<file path="config.mk">
export PLATFORM = sky130hd
export DESIGN_NAME = gshare_dir_pred
export DESIGN_NICKNAME = d
export VERILOG_FILES = /design/src/rtl/gshare_pkg.sv /design/src/rtl/gshare_idx_hash.sv /design/src/rtl/gshare_ghr.sv /design/src/rtl/gshare_ctr_tbl.sv /design/src/rtl/gshare_dir_pred.sv
export SDC_FILE = /design/constraint.sdc
export NUM_CORES = 1
export LEC_CHECK = 0
export CAP_MARGIN = 15
export CORE_ASPECT_RATIO = 0.8
export CORE_MARGIN = 5
export CORE_UTILIZATION = 38
export DETAILED_ROUTE_END_ITERATION = 10
export PLACE_DENSITY_LB_ADDON = 0.3
export SLEW_MARGIN = 5
export SYNTH_ARGS = -nofsm -noshare
export SYNTH_HDL_FRONTEND = slang
export SYNTH_HIERARCHICAL = 1
export SYNTH_SLANG_ARGS = --single-unit
export TNS_END_PERCENT = 1
</file>
<file path="constraint.sdc">
create_clock -name clk -period 6.6 [get_ports clk]
set_input_delay 0.66 -clock clk [delete_from_list [all_inputs] [get_ports clk]]
set_output_delay 0.66 -clock clk [all_outputs]
set_load 0.005 [all_outputs]
</file>
<file path="src/rtl/gshare_pkg.sv">
package gshare_pkg;

  typedef enum logic [1:0] {
    CTR_SNT = 2'b00,
    CTR_WNT = 2'b01,
    CTR_WT  = 2'b10,
    CTR_ST  = 2'b11
  } ctr_e;

  localparam ctr_e CTR_RESET = CTR_WNT;

  // One training step of a saturating two-bit counter.
  function automatic ctr_e ctr_train(input ctr_e cur, input logic taken);
    ctr_e nxt;
    nxt = cur;
    if (taken) begin
      if (cur != CTR_ST) nxt = ctr_e'(cur + 2'd1);
    end else begin
      if (cur != CTR_SNT) nxt = ctr_e'(cur - 2'd1);
    end
    return nxt;
  endfunction

  // Direction encoded by a counter: its upper bit.
  function automatic logic ctr_predicts(input ctr_e cur);
    return cur[1];
  endfunction

endpackage

</file>
<file path="src/rtl/gshare_idx_hash.sv">
module gshare_idx_hash #(
  parameter int PC_W   = 32,
  parameter int HIST_W = 8
) (
  input  logic [PC_W-1:0]   pc,
  input  logic [HIST_W-1:0] hist,
  output logic [HIST_W-1:0] idx
);
  localparam int ALIGN_LSB = 2;
  localparam int UPPER_W   = PC_W - HIST_W - ALIGN_LSB;

  logic [HIST_W-1:0] pc_slice;
  logic              unused_pc_upper;
  logic              unused_pc_align;

  assign pc_slice        = pc[ALIGN_LSB +: HIST_W];
  assign idx             = pc_slice ^ hist;
  assign unused_pc_align = ^pc[ALIGN_LSB-1:0];

  generate
    if (UPPER_W > 0) begin : g_upper
      assign unused_pc_upper = ^pc[PC_W-1 -: UPPER_W];
    end else begin : g_no_upper
      assign unused_pc_upper = 1'b0;
    end
  endgenerate

endmodule

</file>
<file path="src/rtl/gshare_ghr.sv">
module gshare_ghr #(
  parameter int HIST_W = 8
) (
  input  logic              clk,
  input  logic              rst_n,
  input  logic              shift_en,
  input  logic              shift_bit,
  input  logic              load_en,
  input  logic [HIST_W-1:0] load_val,
  output logic [HIST_W-1:0] hist
);
  logic [HIST_W-1:0] hist_q;
  logic [HIST_W-1:0] hist_shifted;
  logic              hist_will_shift;

  assign hist_shifted    = {hist_q[HIST_W-2:0], shift_bit};
  assign hist_will_shift = shift_en && !load_en;

  always_ff @(posedge clk) begin
    if (!rst_n)               hist_q <= '0;
    else if (load_en)         hist_q <= load_val;
    else if (hist_will_shift) hist_q <= hist_shifted;
  end

  assign hist = hist_q;

  AST_GHR_HOLD: assert property (@(posedge clk) disable iff (!rst_n)
    (!shift_en && !load_en) |=> $stable(hist_q));
  AST_GHR_NEW_LSB: assert property (@(posedge clk) disable iff (!rst_n)
    (shift_en && !load_en) |=> (hist_q[0] == $past(shift_bit)));
  AST_GHR_AGE_UP: assert property (@(posedge clk) disable iff (!rst_n)
    (shift_en && !load_en) |=> (hist_q[HIST_W-1:1] == $past(hist_q[HIST_W-2:0])));
  AST_GHR_RESTORE: assert property (@(posedge clk) disable iff (!rst_n)
    load_en |=> (hist_q == $past(load_val)));

endmodule

</file>
<file path="src/rtl/gshare_ctr_tbl.sv">
module gshare_ctr_tbl
  import gshare_pkg::*;
#(
  parameter int HIST_W = 8
) (
  input  logic              clk,
  input  logic              rst_n,
  input  logic [HIST_W-1:0] rd_idx,
  output ctr_e              rd_ctr,
  input  logic              wr_en,
  input  logic [HIST_W-1:0] wr_idx,
  input  logic              wr_taken
);
  localparam int DEPTH = 1 << HIST_W;

  ctr_e               ctr_q [DEPTH];
  logic [2*DEPTH-1:0] ctr_flat;
  ctr_e               wr_cur;
  ctr_e               wr_next;

  assign wr_cur  = ctr_q[wr_idx];
  assign wr_next = ctr_train(wr_cur, wr_taken);

  generate
    for (genvar i = 0; i < DEPTH; i++) begin : g_ent
      logic ent_hit;
      assign ent_hit = wr_en && (wr_idx == HIST_W'(i));

      always_ff @(posedge clk) begin
        if (!rst_n)       ctr_q[i] <= CTR_RESET;
        else if (ent_hit) ctr_q[i] <= wr_next;
      end

      assign ctr_flat[2*i +: 2] = ctr_q[i];

      AST_CTR_OTHERS_KEEP: assert property (@(posedge clk) disable iff (!rst_n)
        !(wr_en && wr_idx == HIST_W'(i)) |=> $stable(ctr_q[i]));
    end
  endgenerate

  assign rd_ctr = ctr_q[rd_idx];

  AST_CTR_IDLE: assert property (@(posedge clk) disable iff (!rst_n)
    !wr_en |=> $stable(ctr_flat));
  AST_CTR_SAT_TOP: assert property (@(posedge clk) disable iff (!rst_n)
    (wr_en && wr_taken && ctr_q[wr_idx] == CTR_ST) |=> (ctr_q[$past(wr_idx)] == CTR_ST));
  AST_CTR_SAT_BOTTOM: assert property (@(posedge clk) disable iff (!rst_n)
    (wr_en && !wr_taken && ctr_q[wr_idx] == CTR_SNT) |=> (ctr_q[$past(wr_idx)] == CTR_SNT));
  AST_CTR_STEP_UP: assert property (@(posedge clk) disable iff (!rst_n)
    (wr_en && wr_taken && ctr_q[wr_idx] != CTR_ST)
      |=> (2'(ctr_q[$past(wr_idx)]) == 2'($past(ctr_q[wr_idx]) + 2'd1)));
  AST_CTR_STEP_DOWN: assert property (@(posedge clk) disable iff (!rst_n)
    (wr_en && !wr_taken && ctr_q[wr_idx] != CTR_SNT)
      |=> (2'(ctr_q[$past(wr_idx)]) == 2'($past(ctr_q[wr_idx]) - 2'd1)));

endmodule

</file>
<file path="src/rtl/gshare_dir_pred.sv">
module gshare_dir_pred
  import gshare_pkg::*;
#(
  parameter int PC_W   = 32,
  parameter int HIST_W = 8
) (
  input  logic              clk,
  input  logic              rst_n,
  input  logic [PC_W-1:0]   fetch_pc,
  output logic              fetch_taken,
  output logic [HIST_W-1:0] fetch_idx,
  output logic [HIST_W-1:0] fetch_hist,
  input  logic              res_valid,
  input  logic [HIST_W-1:0] res_idx,
  input  logic              res_taken,
  input  logic              ckpt_load,
  input  logic [HIST_W-1:0] ckpt_hist
);
  logic [HIST_W-1:0] ghr_now;
  logic [HIST_W-1:0] lookup_idx;
  ctr_e              lookup_ctr;
  logic              train_fire;

  assign train_fire = res_valid;

  gshare_ghr #(.HIST_W(HIST_W)) i_ghr (
    .clk       (clk),
    .rst_n     (rst_n),
    .shift_en  (train_fire),
    .shift_bit (res_taken),
    .load_en   (ckpt_load),
    .load_val  (ckpt_hist),
    .hist      (ghr_now)
  );

  gshare_idx_hash #(.PC_W(PC_W), .HIST_W(HIST_W)) i_hash (
    .pc   (fetch_pc),
    .hist (ghr_now),
    .idx  (lookup_idx)
  );

  gshare_ctr_tbl #(.HIST_W(HIST_W)) i_tbl (
    .clk      (clk),
    .rst_n    (rst_n),
    .rd_idx   (lookup_idx),
    .rd_ctr   (lookup_ctr),
    .wr_en    (train_fire),
    .wr_idx   (res_idx),
    .wr_taken (res_taken)
  );

  assign fetch_taken = ctr_predicts(lookup_ctr);
  assign fetch_idx   = lookup_idx;
  assign fetch_hist  = ghr_now;

  AST_IDX_ZERO_HIST: assert property (@(posedge clk) disable iff (!rst_n)
    (fetch_hist == '0) |-> (fetch_idx == fetch_pc[2 +: HIST_W]));
  AST_RESET_NOT_TAKEN: assert property (@(posedge clk) disable iff (!rst_n)
    $rose(rst_n) |-> !fetch_taken);
  AST_RESET_HIST_CLEAR: assert property (@(posedge clk) disable iff (!rst_n)
    $rose(rst_n) |-> (fetch_hist == '0));

endmodule

</file>
==> out/metrics.cfg, run 1 <==
[outcome]
outcome = finished clean

[critical_path]
path_buf_inv = 3
cp_cell_sequence = clkdlybuf4s50_1, xor2_4, buf_12, mux4_2, mux4_2, mux4_2, mux4_2, clkdlybuf4s50_1
criticalPathCategory = in2out
critPathMaxFanout = 65
crit_cells = 8
cp_slowest_cell = mux4_2
cp.arrival_ps = 4700
r2r_slack_ps = 2480
endpoint_kind = output port
ff2ff_path_depth = 9
cp.required_ps = 5940
regToRegStartpoint = i_tbl/ctr_q[158][1]$_SDFFCE_PN0P_
critPathCapture = fetch_taken
slowest_delay_ps = 610
reg2reg_to = i_tbl/ctr_q[117][0]$_SDFFCE_PN1P_
cp-start-kind = primary input
crit_top_cell = mux4_2
startpoint = fetch_pc[2]
path_delay_family = multiplexers

[clock_network]
clockBufferDepth = 3
ctsHoldBuffers = 0
post_cts_buffers = 0
numCtsBuffers = 53
cts_sinks = 520
cts_resized = 0
clkLatencyLatePin_ps = 640
cts_root_buffer = clkbuf_16
cts_tree = yes
clk_pin_slew_ps = 60
h-tree-depth = 2

[global_route]
antenna_found_initial = 4
grt_pass1_wl_um = 139100
grtUsageTotal = 0.2354
grt-ovfl-total = 0
grt_max_degree = 202
grt_pass1_vias = 19721

[sta]
tightest_slew_ps = 1325
fin_crit_sh = 0.8124
skew_ps = 45.33
fmax_mhz = 186.5
drv_slew = 0
fin_tns_setup_ps = 0
slew-limit-headroom = 0.1131
min_period_ps = 5362
worst_slack_ps = 1238
hold_slack_ps = 582.2
hold_viol = 0
rsz0062_at_grt = false
setup_viol = 0

[die]
io_pins = 70
design.die.area_um2 = 80740
core_region_area_um2 = 74160
fp.dieW_um = 316.4
std_cell_rows = 89
die_height_um = 255.2
start_util = 0.3849

[final_layout]
regArea_um2 = 15530
fin_nets = 2110
area_growth_pct = 9.905
fill_cells = 6795
final_layout_size_suffix_gt1_frac = 0.2351
fin_cells = 3099
multiInputGateArea_um2 = 11640

[routing]
drt-total-wl_um = 97330
routed-via-count = 20914
ant_nets = 0
avgRoutedWirePerCell_um = 31.41
dr.pass1.iters = 6
via_per_inst = 6.749
drtIter0Drc = 3236
drc_errors = 0

[synthesis]
synthesis.nets = 2247
yosys_warnings = 6
synthCells = 2194
avgSynthCellArea_um2 = 13.01
synth_area_um2 = 28550

[pwr]
seq_power_share = 0.481
netSwitchingFraction = 0.2754
p_leak_nw = 8.807
clkPwrFrac = 0.363
power.internal_w = 0.005646
power_w = 0.007792
p_sw_w = 0.002146
comb_power_share = 0.156
p_per_area_nw_per_um2 = 248.3
irDropWorstVdd_mv = 0.1962

[placed_design]
place_ws_ps = 1215
io_buffers = 45
place_congestion = 0.9379
placed_cells = 2999
dp_hpwl_um = 61240

[hold_path]
hp-class = in2reg

[run]
max-cap-violations = 0

-- layer usage --
metal | wire [um] | part of all wire | vias to the layer above | track usage
met3 | 13860 | 0.14 | 233 | 0.08889
met2 | 41960 | 0.43 | 1488 | 0.3425
met1 | 37380 | 0.38 | 10645 | 0.3244
met5 | 345 | 0.0035 | - | 0.02564
met4 | 3785 | 0.039 | 10 | 0.07992
li1 | - | - | 8538 | -
-- cell type report --
class / count / share of cell area
tap: 1001 / 0.03992
clock buffer: 69 / 0.04450
timing repair buffer: 138 / 0.04287
multi-input combinational: 1336 / 0.3709
antenna: 1 / 0.00007975
sequential: 520 / 0.4951
inverter: 8 / 0.0009571
clock inverter: 26 / 0.005663
-- how the worst min path moves through the flow --
stage,from,to,slack [ps],depth (start not counted)
final,rst_n,i_ghr/hist[1]$_SDFFE_PN0P_,580,2
after CTS,rst_n,i_ghr/hist[1]$_SDFFE_PN0P_,650,2
after detailed placement,i_ghr/hist[7]$_SDFFE_PN0P_,i_ghr/hist[7]$_SDFFE_PN0P_,660,2
after global routing,rst_n,i_ghr/hist[1]$_SDFFE_PN0P_,650,2
after floorplan,i_ghr/hist[7]$_SDFFE_PN0P_,i_ghr/hist[7]$_SDFFE_PN0P_,650,2
after global placement,i_ghr/hist[7]$_SDFFE_PN0P_,i_ghr/hist[7]$_SDFFE_PN0P_,660,2
-- through the flow --
| step | area (um^2) | util |
|---|---|---|
| after floorplan | 28550 | - |
| after global placement | 29730 | 0.4008 |
| after detailed placement | 29730 | 0.4008 |
| after CTS | 31300 | 0.4220 |
| after global routing | 31370 | 0.4230 |
| final | 31380 | 0.4231 |
-- cell usage in the layout, fill, tap and decap left out, types with 10 or more instances in the layout --
master and n:
nor3_1 166, clkbuf_16 53, nand4_1 258, mux2i_1 36, a22oi_1 14, o22ai_1 10, nand3_1 20, nor3_2 76
nor2b_1 14, clkinv_1 10, o21ai_0 230, buf_4 79, edfxtp_1 512, clkbuf_1 15, buf_12 12, nor2_1 53
mux4_2 198, clkdlybuf4s50_1 40, nand2_1 105
-- power groups by stage --
stage | registers, W | logic, W | clock network [W]
2_1_floorplan | 0.00379 | 0.000805 | 0
3_3_place_gp | 0.00381 | 0.00117 | 0
3_5_place_dp | 0.00381 | 0.00118 | 0
4_1_cts | 0.00374 | 0.00118 | 0.00286
5_1_grt | 0.00375 | 0.00126 | 0.00301
6_report | 0.00374 | 0.00121 | 0.00283
-- registers in the layout, summed over array words and instances, names as in the netlist --
register     flops
i_ghr/hist       8
i_tbl/ctr_q    512
Note: power is estimated with default switching activity, not from simulation.
==> inputs of run 2 (changes only) <==
Clock period 6.6 ns to 4.91 ns, I/O delays scaled along.
==> out/metrics.cfg, run 2 (synthesis results as in run 1) <==
[outcome]
outcome = finished clean

[global_route]
grtUsageTotal = 0.2417
grt_pass1_vias = 20319
grt_pass1_wl_um = 143100
grt_max_degree = 138
grt-ovfl-total = 0
antenna_found_initial = 1

[clock_network]
clockBufferDepth = 3
cts_tree = yes
clkLatencyLatePin_ps = 630
h-tree-depth = 2
post_cts_buffers = 0
cts_sinks = 520
numCtsBuffers = 53
clk_pin_slew_ps = 60
cts_resized = 0
cts_root_buffer = clkbuf_16
ctsHoldBuffers = 0

[final_layout]
fin_cells = 3155
largest_register_ffs = 512
area_growth_pct = 11.86
final_layout_size_suffix_gt1_frac = 0.2526
final_common_cell = edfxtp_1
largest_register = i_tbl/ctr_q
fin_util = 0.4306
fin_nets = 2168
diodes = 0
fill_cells = 6797
layout_common_cells = edfxtp_1 (512), nand4_1 (258), o21ai_0 (230)

[sta]
drv_slew = 0
rsz0062_at_grt = false
fin_tns_setup_ps = 0
fin_crit_sh = 0.9657
worst_slack_ps = 168.3
tightest_slew_ps = 1148
hold_viol = 0
fmax_mhz = 210.9
min_period_ps = 4742
slew-limit-headroom = 0.2327
setup_viol = 0
skew_ps = 21.68

[critical_path]
r2r_slack_ps = 1210
cp.arrival_ps = 4250
cp_slowest_cell = mux4_2
crit_top_cell = mux4_2
cp-start-kind = flip-flop
endpoint_kind = output port
criticalPathCategory = reg2out
cp.required_ps = 4420
cp_cell_sequence = xor2_4, buf_4, mux4_2, mux4_2, mux4_2, mux4_2, clkdlybuf4s50_1
critPathMaxFanout = 17
slowest_delay_ps = 560

[die]
io_pins = 70
fp.dieW_um = 316.4
std_cell_rows = 89
design.die.area_um2 = 80740
die_height_um = 255.2
core_region_area_um2 = 74160
start_util = 0.3849

[routing]
drt-total-wl_um = 99000
ant_nets = 0
dr.pass1.iters = 6
via_per_inst = 6.728
avgRoutedWirePerCell_um = 31.38
routed-via-count = 21228
drtIter0Drc = 3616
drc_errors = 0

[placed_design]
place_congestion = 0.9775
io_buffers = 45
placed_cells = 3058
dp_hpwl_um = 65740
place_ws_ps = 163.1

[pwr]
netSwitchingFraction = 0.2713
power_w = 0.01061
clkPwrFrac = 0.365
p_sw_w = 0.002878
seq_power_share = 0.475
p_per_area_nw_per_um2 = 332.3
comb_power_share = 0.160
power.internal_w = 0.007733
irDropWorstVdd_mv = 0.2791
p_leak_nw = 9.134

[hold_path]
hp-class = in2reg

[run]
max-cap-violations = 0

==> run 2: power by group through the flow <==
stage | sequential, W | combinational, W | clock, W
2_1_floorplan | 0.00509 | 0.00108 | 0
3_3_place_gp | 0.00513 | 0.00164 | 0
3_5_place_dp | 0.00513 | 0.00166 | 0
4_1_cts | 0.00504 | 0.00167 | 0.00392
5_1_grt | 0.00505 | 0.00176 | 0.00410
6_report | 0.00504 | 0.00170 | 0.00387
==> run 2: final timing paths <==
kind,startpoint,to,cells after the start
worst max-delay path,i_ghr/hist[1]$_SDFFE_PN0P_,fetch_taken,7
worst max register to register,i_tbl/ctr_q[24][1]$_SDFFCE_PN0P_,i_tbl/ctr_q[178][1]$_SDFFCE_PN0P_,9
worst min register to register,i_ghr/hist[7]$_SDFFE_PN0P_,i_ghr/hist[7]$_SDFFE_PN0P_,2
worst min-delay path,rst_n,i_tbl/ctr_q[198][0]$_SDFFCE_PN1P_,2
==> run 2: metrics by stage <==
step / hold WS (ps) / cell area (um^2)
final: 432.0 / 31930
after global routing: 455.4 / 31930
after CTS: 419.2 / 31890
after detailed placement: 659.0 / 30300
after global placement: 656.5 / 30290
after floorplan: 646.1 / 28550
==> run 2: worst max-delay path, delay by kind of cell, from the launching register on <==
kind	cells	cell delay, ps
muxes	4	1880
buffers and inverters	2	860
DFF	1	490
xor gates and xnor gates	1	370
==> run 2: layout make-up <==
type                       count  area (um^2)  area share
clock buffer                  66         1418     0.04439
tap                         1001         1252     0.03922
clock inverter                28        176.4    0.005524
inverter                       8        30.03   0.0009403
timing repair buffer         196         1919     0.06010
sequential                   520        15540      0.4865
multi-input combinational   1336        11600      0.3633
==> run 2: layer usage <==
metal,wire [um],part of all wire,vias up,global-route usage
li1,-,-,8650,-
met1,38010,0.38,10710,0.3426
met2,42180,0.43,1598,0.3515
met3,14300,0.14,270,0.07415
met4,4510,0.046,0,0.09236
met5,0,0,-,0
